File: src/rtl/hdm_pkg.sv
// Package: shared register layout for the interleaved window decoder.
// Assumes 32-bit registers laid out back to back from a fixed first offset.
package hdm_pkg;
    localparam int REG_W      = 32;
    localparam int ADDR_W     = 2 * REG_W;
    localparam int REG_AW     = 8;
    localparam int NREG       = 5;
    localparam logic [REG_AW-1:0] FIRST_OFF = 8'h10;

    // register indices, each at FIRST_OFF + 4*index
    localparam int IDX_BASE_LO = 0;
    localparam int IDX_BASE_HI = 1;
    localparam int IDX_SIZE_LO = 2;
    localparam int IDX_SIZE_HI = 3;
    localparam int IDX_CTRL    = 4;

    // control word fields
    localparam int GRAN_LSB      = 0;
    localparam int WAYS_LSB      = 4;
    localparam int FIELD_W       = 4;
    localparam int BIT_COMMIT    = 9;
    localparam int BIT_COMMITTED = 10;
    localparam int BIT_ERROR     = 11;

    localparam int MIN_GRAN_SHIFT = 8;

    // byte offset of register index i
    function automatic logic [REG_AW-1:0] reg_off(input int i);
        return FIRST_OFF + REG_AW'(4 * i);
    endfunction
endpackage

File: src/rtl/hdm_regfile.sv
// Module: hdm_regfile
// Holds the window start, length and control registers, applies whole-word
// writes and runs the commit handshake on the control register.
// Assumes: only 4-byte writes are legal; narrower ones are discarded.
module hdm_regfile
    import hdm_pkg::*;
(
    input  logic              clk,
    input  logic              rst_n,
    input  logic              wr_en,
    input  logic [REG_AW-1:0] wr_addr,
    input  logic [2:0]        wr_bytes,
    input  logic [REG_W-1:0]  wr_data,
    input  logic [REG_AW-1:0] rd_addr,
    output logic [REG_W-1:0]  rd_data,
    output logic [ADDR_W-1:0] win_base,
    output logic [ADDR_W-1:0] win_size,
    output logic [FIELD_W-1:0] gran,
    output logic [FIELD_W-1:0] ways
);
    logic [REG_W-1:0] regs_q [NREG];
    logic             word_ok;
    logic [NREG-1:0]  sel;

    // Purpose: qualify the access width once for every register
    assign word_ok = wr_en && (wr_bytes == 3'd4);

    genvar gi;
    generate
        for (gi = 0; gi < NREG; gi++) begin : g_reg
            // Purpose: decode whether this register is the write target
            assign sel[gi] = word_ok && (wr_addr == reg_off(gi));

            if (gi == IDX_CTRL) begin : g_ctrl
                // Purpose: store control writes, then apply commit side effects
                always_ff @(posedge clk) begin
                    if (!rst_n) begin
                        regs_q[gi] <= '0;
                    end else if (sel[gi]) begin
                        if (wr_data[BIT_COMMIT]) begin
                            regs_q[gi]                <= wr_data;
                            regs_q[gi][BIT_COMMIT]    <= 1'b0;
                            regs_q[gi][BIT_ERROR]     <= 1'b0;
                            regs_q[gi][BIT_COMMITTED] <= 1'b1;
                        end else begin
                            regs_q[gi] <= wr_data;
                        end
                    end
                end

                AST_COMMIT_DONE: assert property (@(posedge clk) disable iff (!rst_n)
                    (sel[gi] && wr_data[BIT_COMMIT]) |=>
                    (rd_cmp_ctrl[BIT_COMMITTED] && !rd_cmp_ctrl[BIT_COMMIT]
                     && !rd_cmp_ctrl[BIT_ERROR]));
            end else begin : g_plain
                // Purpose: store a plain address register word
                always_ff @(posedge clk) begin
                    if (!rst_n) begin
                        regs_q[gi] <= '0;
                    end else if (sel[gi]) begin
                        regs_q[gi] <= wr_data;
                    end
                end
            end

            AST_NARROW_IGNORED: assert property (@(posedge clk) disable iff (!rst_n)
                (wr_en && wr_bytes != 3'd4) |=> $stable(regs_q[gi]));
        end
    endgenerate

    logic [REG_W-1:0] rd_cmp_ctrl;
    // Purpose: expose the control word for the guard on the commit handshake
    assign rd_cmp_ctrl = regs_q[IDX_CTRL];

    // Purpose: combinational read mux, zero for unlisted offsets
    always_comb begin
        rd_data = '0;
        for (int i = 0; i < NREG; i++) begin
            if (rd_addr == reg_off(i)) rd_data = regs_q[i];
        end
    end

    // Purpose: assemble the 64-bit window values and the interleave fields
    assign win_base = {regs_q[IDX_BASE_HI], regs_q[IDX_BASE_LO]};
    assign win_size = {regs_q[IDX_SIZE_HI], regs_q[IDX_SIZE_LO]};
    assign gran     = regs_q[IDX_CTRL][GRAN_LSB +: FIELD_W];
    assign ways     = regs_q[IDX_CTRL][WAYS_LSB +: FIELD_W];

    AST_UNMAPPED_READ_ZERO: assert property (@(posedge clk) disable iff (!rst_n)
        (rd_addr < FIRST_OFF) |-> (rd_data == '0));
endmodule

File: src/rtl/hdm_xlate.sv
// Module: hdm_xlate
// Combinational window check and interleave removal.
// Assumes 8 + gran + ways stays below ADDR_W.
module hdm_xlate
    import hdm_pkg::*;
(
    input  logic [ADDR_W-1:0]  addr,
    input  logic [ADDR_W-1:0]  win_base,
    input  logic [ADDR_W-1:0]  win_size,
    input  logic [FIELD_W-1:0] gran,
    input  logic [FIELD_W-1:0] ways,
    output logic               hit,
    output logic [ADDR_W-1:0]  offset,
    output logic [ADDR_W-1:0]  dpa
);
    localparam int SH_W = 7;

    logic [SH_W-1:0]   keep_sh;
    logic [SH_W-1:0]   drop_sh;
    logic [ADDR_W-1:0] keep_mask;
    logic [ADDR_W-1:0] upper;

    // Purpose: window membership and offset
    always_comb begin
        offset = addr - win_base;
        hit    = (addr >= win_base) && (offset < win_size);
    end

    // Purpose: keep the low granule bits, fold the upper bits over the way selector
    always_comb begin
        keep_sh   = SH_W'(MIN_GRAN_SHIFT) + SH_W'(gran);
        drop_sh   = keep_sh + SH_W'(ways);
        keep_mask = (ADDR_W'(1) << keep_sh) - ADDR_W'(1);
        upper     = (offset >> drop_sh) << keep_sh;
        dpa       = hit ? ((offset & keep_mask) | upper) : '0;
    end
endmodule

File: src/rtl/hdm_decoder.sv
// Module: hdm_decoder (top)
// One programmable host-address window with power-of-two interleave removal,
// a backing-size check and a single registered result stage.
// Assumes the window registers are quiet while a dependent request is issued.
module hdm_decoder
    import hdm_pkg::*;
#(
    parameter logic [63:0] MEM_BYTES = 64'h0000_0000_0100_0000
) (
    input  logic        clk,
    input  logic        rst_n,
    input  logic        reg_wr_en,
    input  logic [7:0]  reg_wr_addr,
    input  logic [2:0]  reg_wr_bytes,
    input  logic [31:0] reg_wr_data,
    input  logic [7:0]  reg_rd_addr,
    output logic [31:0] reg_rd_data,
    input  logic        tr_valid,
    input  logic        tr_write,
    input  logic [63:0] tr_addr,
    output logic        res_valid,
    output logic        res_ok,
    output logic        res_err,
    output logic        res_drop,
    output logic [63:0] res_dpa
);
    logic [ADDR_W-1:0]  win_base, win_size, offset_c, dpa_c;
    logic [FIELD_W-1:0] gran, ways;
    logic               hit_c, ok_c;

    hdm_regfile u_regs (
        .clk      (clk),
        .rst_n    (rst_n),
        .wr_en    (reg_wr_en),
        .wr_addr  (reg_wr_addr),
        .wr_bytes (reg_wr_bytes),
        .wr_data  (reg_wr_data),
        .rd_addr  (reg_rd_addr),
        .rd_data  (reg_rd_data),
        .win_base (win_base),
        .win_size (win_size),
        .gran     (gran),
        .ways     (ways)
    );

    hdm_xlate u_xlate (
        .addr     (tr_addr),
        .win_base (win_base),
        .win_size (win_size),
        .gran     (gran),
        .ways     (ways),
        .hit      (hit_c),
        .offset   (offset_c),
        .dpa      (dpa_c)
    );

    // Purpose: a hit counts only if it lands inside the backing store
    assign ok_c = hit_c && (dpa_c < MEM_BYTES);

    // Purpose: register the outcome, split by direction
    always_ff @(posedge clk) begin
        if (!rst_n) begin
            res_valid <= 1'b0;
            res_ok    <= 1'b0;
            res_err   <= 1'b0;
            res_drop  <= 1'b0;
            res_dpa   <= '0;
        end else begin
            res_valid <= tr_valid;
            res_ok    <= tr_valid && ok_c;
            res_err   <= tr_valid && !ok_c && !tr_write;
            res_drop  <= tr_valid && !ok_c && tr_write;
            res_dpa   <= (tr_valid && ok_c) ? dpa_c : '0;
        end
    end

    AST_RESULT_LATENCY: assert property (@(posedge clk) disable iff (!rst_n)
        tr_valid |=> res_valid);
    AST_NO_STRAY_RESULT: assert property (@(posedge clk) disable iff (!rst_n)
        !tr_valid |=> !(res_valid || res_ok || res_err || res_drop));
    AST_OUTCOME_EXCLUSIVE: assert property (@(posedge clk) disable iff (!rst_n)
        res_valid |-> $countones({res_ok, res_err, res_drop}) == 1);
    AST_WRITE_NEVER_ERRS: assert property (@(posedge clk) disable iff (!rst_n)
        (tr_valid && tr_write) |=> !res_err);
    AST_DPA_WITHIN_OFFSET: assert property (@(posedge clk) disable iff (!rst_n)
        (tr_valid && hit_c) |-> (dpa_c <= offset_c));
    AST_LOW_BYTE_KEPT: assert property (@(posedge clk) disable iff (!rst_n)
        (tr_valid && hit_c) |-> (dpa_c[7:0] == offset_c[7:0]));
    AST_BELOW_START_MISSES: assert property (@(posedge clk) disable iff (!rst_n)
        (tr_valid && tr_addr < win_base) |=> !res_ok);
endmodule

File: config.mk
export PLATFORM = sky130hd
export DESIGN_NAME = hdm_decoder
export DESIGN_NICKNAME = d
export VERILOG_FILES = /design/src/rtl/hdm_pkg.sv /design/src/rtl/hdm_regfile.sv /design/src/rtl/hdm_xlate.sv /design/src/rtl/hdm_decoder.sv
export SDC_FILE = /design/constraint.sdc
export NUM_CORES = 1
export LEC_CHECK = 0
export ABC_AREA = 1
export BUFFER_PORTS_ARGS = -buffer_cell sky130_fd_sc_hd__buf_2
export CORE_MARGIN = 2
export CORE_UTILIZATION = 56
export CTS_CLUSTER_SIZE = 10
export DETAILED_ROUTE_END_ITERATION = 8
export PLACE_DENSITY_LB_ADDON = 0.15
export SYNTH_ARGS = -nofsm -noshare
export SYNTH_HDL_FRONTEND = slang
export SYNTH_SLANG_ARGS = --single-unit
File: constraint.sdc
create_clock -name clk -period 4.1 [get_ports clk]
set_input_delay 0.205 -clock clk [delete_from_list [all_inputs] [get_ports clk]]
set_output_delay 0.205 -clock clk [all_outputs]
set_load 0.005 [all_outputs]
==> results of run 1 <==
[timing repair]
item	CTS
hold buffers	16
hold endpoints to repair	31
buffers inserted	43
endpoints found under the setup margin	27
pin swaps	89
cloned	6
resized for setup	364
[stage by stage]
step | setup TNS, ns | instance area (um^2) | setup slack, ns | util
floorplan | 0 | 25200 | 0.00160 | -
global placement | -30.11 | 31100 | -1.16 | 0.706
detailed placement | -33.66 | 31100 | -1.30 | 0.706
CTS | -18.37 | 34100 | -0.718 | 0.772
[cell families after synthesis]
group,count (synthesis),share of synthesized area
compound gates,283,0.0659
other cells,2,0.000301
xor+xnor,20,0.00702
buf+inv,809,0.125
fa+ha+maj,123,0.0622
flops,228,0.247
simple gates,2773,0.493
[routing by layer]
layer | overflow | track usage
met5 | 0 | 0.251
met4 | 9 | 0.620
met3 | 5 | 0.526
met2 | 8 | 0.885
met1 | 0 | 0.738
[Yosys cell counts (26+ instances only)]
cell type  instances  share of area
nand4_1           81          0.020
nand3_1          961           0.19
o21ai_0           46         0.0092
a21oi_1          139          0.028
nand2_1         1281           0.19
edfxtp_1         160           0.19
inv_1            613          0.092
o211ai_1          26         0.0078
dfxtp_1           68          0.055
buf_1             56         0.0084
ha_1             121          0.061
buf_2             28         0.0056
nor2_1           327          0.049
clkbuf_1          82          0.012
==> results.py, run 1 <==
metrics = {
    "status": {
        "status": "did not finish",
        "outcome.stop_stage": "global routing (5_1_grt)",
        "error": "[ERROR GRT-0232] Routing congestion too high. Check the congestion heatmap in the GUI.",
    },
    "floorplan": {
        "row_count": 77,
        "die_h_um": 215,
        "start_util": 0.566,
        "ios": 220,
        "die_x_um": 215,
    },
    "global_route": {
        "gr-usage-all-layers": 0.704,
        "grt-ovfl-total": 22,
        "grt_max_degree": 74,
    },
    "logic_synthesis": {
        "synthArstFlopShare": 0,
        "ys_seq_area_frac": 0.247,
        "synth_seq_cells": 228,
        "synth_edf_count": 160,
        "syn_area_per_cell_um2": 5.89,
        "ys.flop_type": "edfxtp_1",
        "ys_types": 53,
        "syn_area_um2": 25000,
        "synth_warnings": 0,
        "postSynthCellCount": 4238,
    },
    "clock_tree": {
        "ctsRootBufferMaster": "clkbuf_16",
        "cts.sinks": 228,
        "numCtsBuffers": 28,
        "h-tree-depth": 1,
        "cts_buffer_depth": 3,
    },
    "timing": {
        "worst-ep-kind": "register input",
        "worstEndpointGrtRepair": "res_dpa[5]$_SDFF_PN0_/D",
    },
    "place": {
        "dp_cells": 5527,
        "place_hpwl_um": 99000,
        "port_buffers": 219,
        "place_congestion": 1.16,
    },
}
==> run 2: changes to the inputs <==
- CORE_UTILIZATION: 56 -> 40
- CTS_CLUSTER_SIZE: 10 -> unset
- clock period: 4.1 -> 5.35 ns (I/O delays scaled with it)
==> results.py, run 2 <==
metrics = {
    "status": {
        "status": "finished clean",
    },
    "logic_synthesis": {
        "synth_area_leaders": "nand3_1, nand2_1, edfxtp_1, inv_1, ha_1",
        "yosysMostFrequentCell": "nand2_1",
        "syn_area_um2": 25000,
        "syn_area_per_cell_um2": 5.89,
        "synth_warnings": 0,
        "yosysTopAreaCell": "nand3_1",
        "synth_edf_count": 160,
        "ys.flop_type": "edfxtp_1",
        "netlist_top_cells_count": "nand2_1, nand3_1, inv_1, nor2_1, edfxtp_1",
        "synth_top_area_share": 0.193,
        "synthArstFlopShare": 0,
        "ys_seq_area_frac": 0.247,
        "synth_seq_cells": 228,
        "postSynthCellCount": 4238,
        "ys_types": 53,
    },
    "place": {
        "dp_cells": 5271,
        "placed_area_um2": 27500,
        "place_ws_ns": 0.00582,
        "port_buffers": 219,
        "place_hpwl_um": 105000,
        "place_congestion": 1.06,
    },
    "clock_tree": {
        "insertion_delay_ns": 0.61,
        "h-tree-depth": 1,
        "ctsRootBufferMaster": "clkbuf_16",
        "cts_buffer_depth": 3,
        "numCtsBuffers": 28,
        "clkSlewWorstSetupHoldPaths_ns": 0.06,
        "cts.sinks": 228,
        "cts_tree": "built",
    },
    "floorplan": {
        "ios": 220,
        "die_x_um": 254,
        "die_h_um": 254,
        "row_count": 91,
        "start_util": 0.405,
        "dieArea_um2": 64400,
        "coreArea_um2": 61700,
    },
    "setup_path": {
        "cp_common_cell": "nand3_1",
        "reg2reg_depth": 30,
        "r2r-end": "res_dpa[1]$_SDFF_PN0_",
        "slowest_stage": "edfxtp_1",
        "r2r_setup_slack_ns": 0.18,
        "critPathMaxFanout": 24,
        "cp.required_ns": 5.87,
        "crit_start": "u_regs.regs_q[0][10]$_SDFFCE_PN0P_",
        "rr_startpoint": "u_regs.regs_q[0][10]$_SDFFCE_PN0P_",
        "crit_buf_inv": 4,
        "cp-start-kind": "flop",
        "crit_arrival_ns": 5.68,
        "slowest_delay_ns": 0.38,
        "worstSetupPathType": "reg2reg",
        "endpoint_kind": "flop",
        "crit_family": "simple AND/OR/NAND/NOR gates",
    },
    "drt": {
        "num_vias": 29828,
        "wl_per_cell_um": 24.0,
        "ant_nets": 0,
        "drc": 0,
        "drt_iter0_drc": 4058,
        "totalWireLength_um": 128000,
        "first_pass_iters": 7,
        "viasPerCell": 5.59,
    },
    "global_route": {
        "grt_pass1_vias": 27074,
        "grt-ovfl-total": 0,
        "gr-usage-all-layers": 0.389,
        "grt_max_degree": 84,
        "grt_pass1_wl_um": 182000,
        "antenna_found_initial": 3,
    },
    "cells_and_area": {
        "regMostFlops": "u_regs.regs_q",
        "design_area_um2": 29100,
        "layout-drive-gt1-share": 0.139,
        "top_regs": "u_regs.regs_q (160), res_dpa (64)",
        "largest_register_ffs": 160,
        "syn_to_final_growth_pct": 16.6,
        "final_cells": 5332,
        "final_common_cell": "nand2_1",
        "final_nets": 4714,
        "final_cell_mix": "nand2_1, nand3_1, inv_1, nor2_1, buf_2",
        "num-fill-cells": 6873,
    },
    "power": {
        "switching_power_w": 0.00396,
        "leakage_nw": 15.2,
        "p_per_area_nw_per_um2": 286,
        "power_frac_comb": 0.520,
        "pwr-share-clk": 0.238,
        "p_sw_frac": 0.476,
        "p_int_w": 0.00435,
        "ir_drop_uv": 313,
        "seq_power_share": 0.242,
    },
    "worst_hold_path": {
        "hold_end": "u_regs.regs_q[0][11]$_SDFFCE_PN0P_",
        "holdPathStages": 3,
        "holdCritStartpoint": "reg_wr_data[11]",
        "hold_class": "in2reg",
    },
    "timing": {
        "setup_tns_ns": 0,
        "min_period_over_period": 0.966,
        "max-slew-margin-rel": 0.206,
        "hold_viol": 0,
        "rsz0062_at_grt": "true",
        "slew_violations": 0,
        "clock_skew_ns": 0.0322,
        "fin_crit_ns": 5.17,
        "fmax_mhz": 193,
        "finalWorstSetupSlack_ns": 0.181,
        "setup_viol": 0,
        "tightest_slew_ns": 1.19,
    },
    "run": {
        "cap_violations": 0,
    },
}
[run 2: cell counts after synthesis]
Identical to the previous run, type by type.
[run 2: kinds of logic after synthesis]
kind of cell | synth area share
adders and majority gates | 0.0622
buffers and inverters | 0.125
other | 0.000301
DFF | 0.247
and+or+nand+nor | 0.493
AOI/OAI and AO/OA | 0.0659
xor gates and xnor gates | 0.00702
[run 2: worst max path at each step]
stage	cells past startpoint	slack [ns]	to
floorplan	32	1.21	res_dpa[9]$_SDFF_PN0_
global placement	30	-0.08	res_dpa[1]$_SDFF_PN0_
detailed placement	30	0.006	res_dpa[1]$_SDFF_PN0_
CTS	31	0.02	res_dpa[1]$_SDFF_PN0_
global route	31	-0.02	res_dpa[2]$_SDFF_PN0_
finish	30	0.18	res_dpa[1]$_SDFF_PN0_
[run 2: repair_timing]
item,in CTS,in global routing
setup buffers,0,5
resized for setup,1,155
hold endpoints to repair,3,0
hold buffers,2,0
pin swaps,0,4
endpoints found under the setup margin,22,27
[run 2: area by class of cell]
type,instances,area (um^2),share of cell area
clock buffers,36,772,0.0265
inverters,638,2420,0.0833
flip-flops and latches,228,6170,0.212
diodes,3,7.51,0.000258
well taps,837,1050,0.0360
repair buffers,331,2050,0.0706
clock inverters,15,164,0.00563
multi-input cells,3244,16500,0.566
[run 2: metal layers]
layer  share of wire  GRT usage  wire length, um  vias up
met5               0          0                0        -
met4           0.030      0.105             3820        0
met3            0.12      0.109            15400      195
met2            0.43      0.596            54500     1554
met1            0.42      0.534            54200    13801
li1                -          -                -    14278
[run 2: worst reg2reg max path: cells and delay by family, from the launching register on]
kind	cells	cell delay, ns
buf+inv	4	0.56
fa+ha+maj	1	0.34
flops	1	0.38
simple gates	25	3.81
[run 2: per-stage QoR]
step	hold WS, ns	utilization	total power (W)
2_1_floorplan	0.393	-	0.00466
3_3_place_gp	0.496	0.446	0.00612
3_5_place_dp	0.499	0.446	0.00611
4_1_cts	0.0232	0.462	0.00808
5_1_grt	0.0494	0.472	0.00873
6_report	0.0299	0.472	0.00831
[run 2: power groups by stage]
stage	Combinational, W	Sequential [W]	Clock (W)
CTS	0.00409	0.00200	0.00199
global placement	0.00409	0.00204	0
global route	0.00466	0.00202	0.00206
finish	0.00432	0.00201	0.00198
detailed placement	0.00407	0.00204	0
floorplan	0.00264	0.00203	0
No activity file was read; power rests on OpenSTA's default activity.
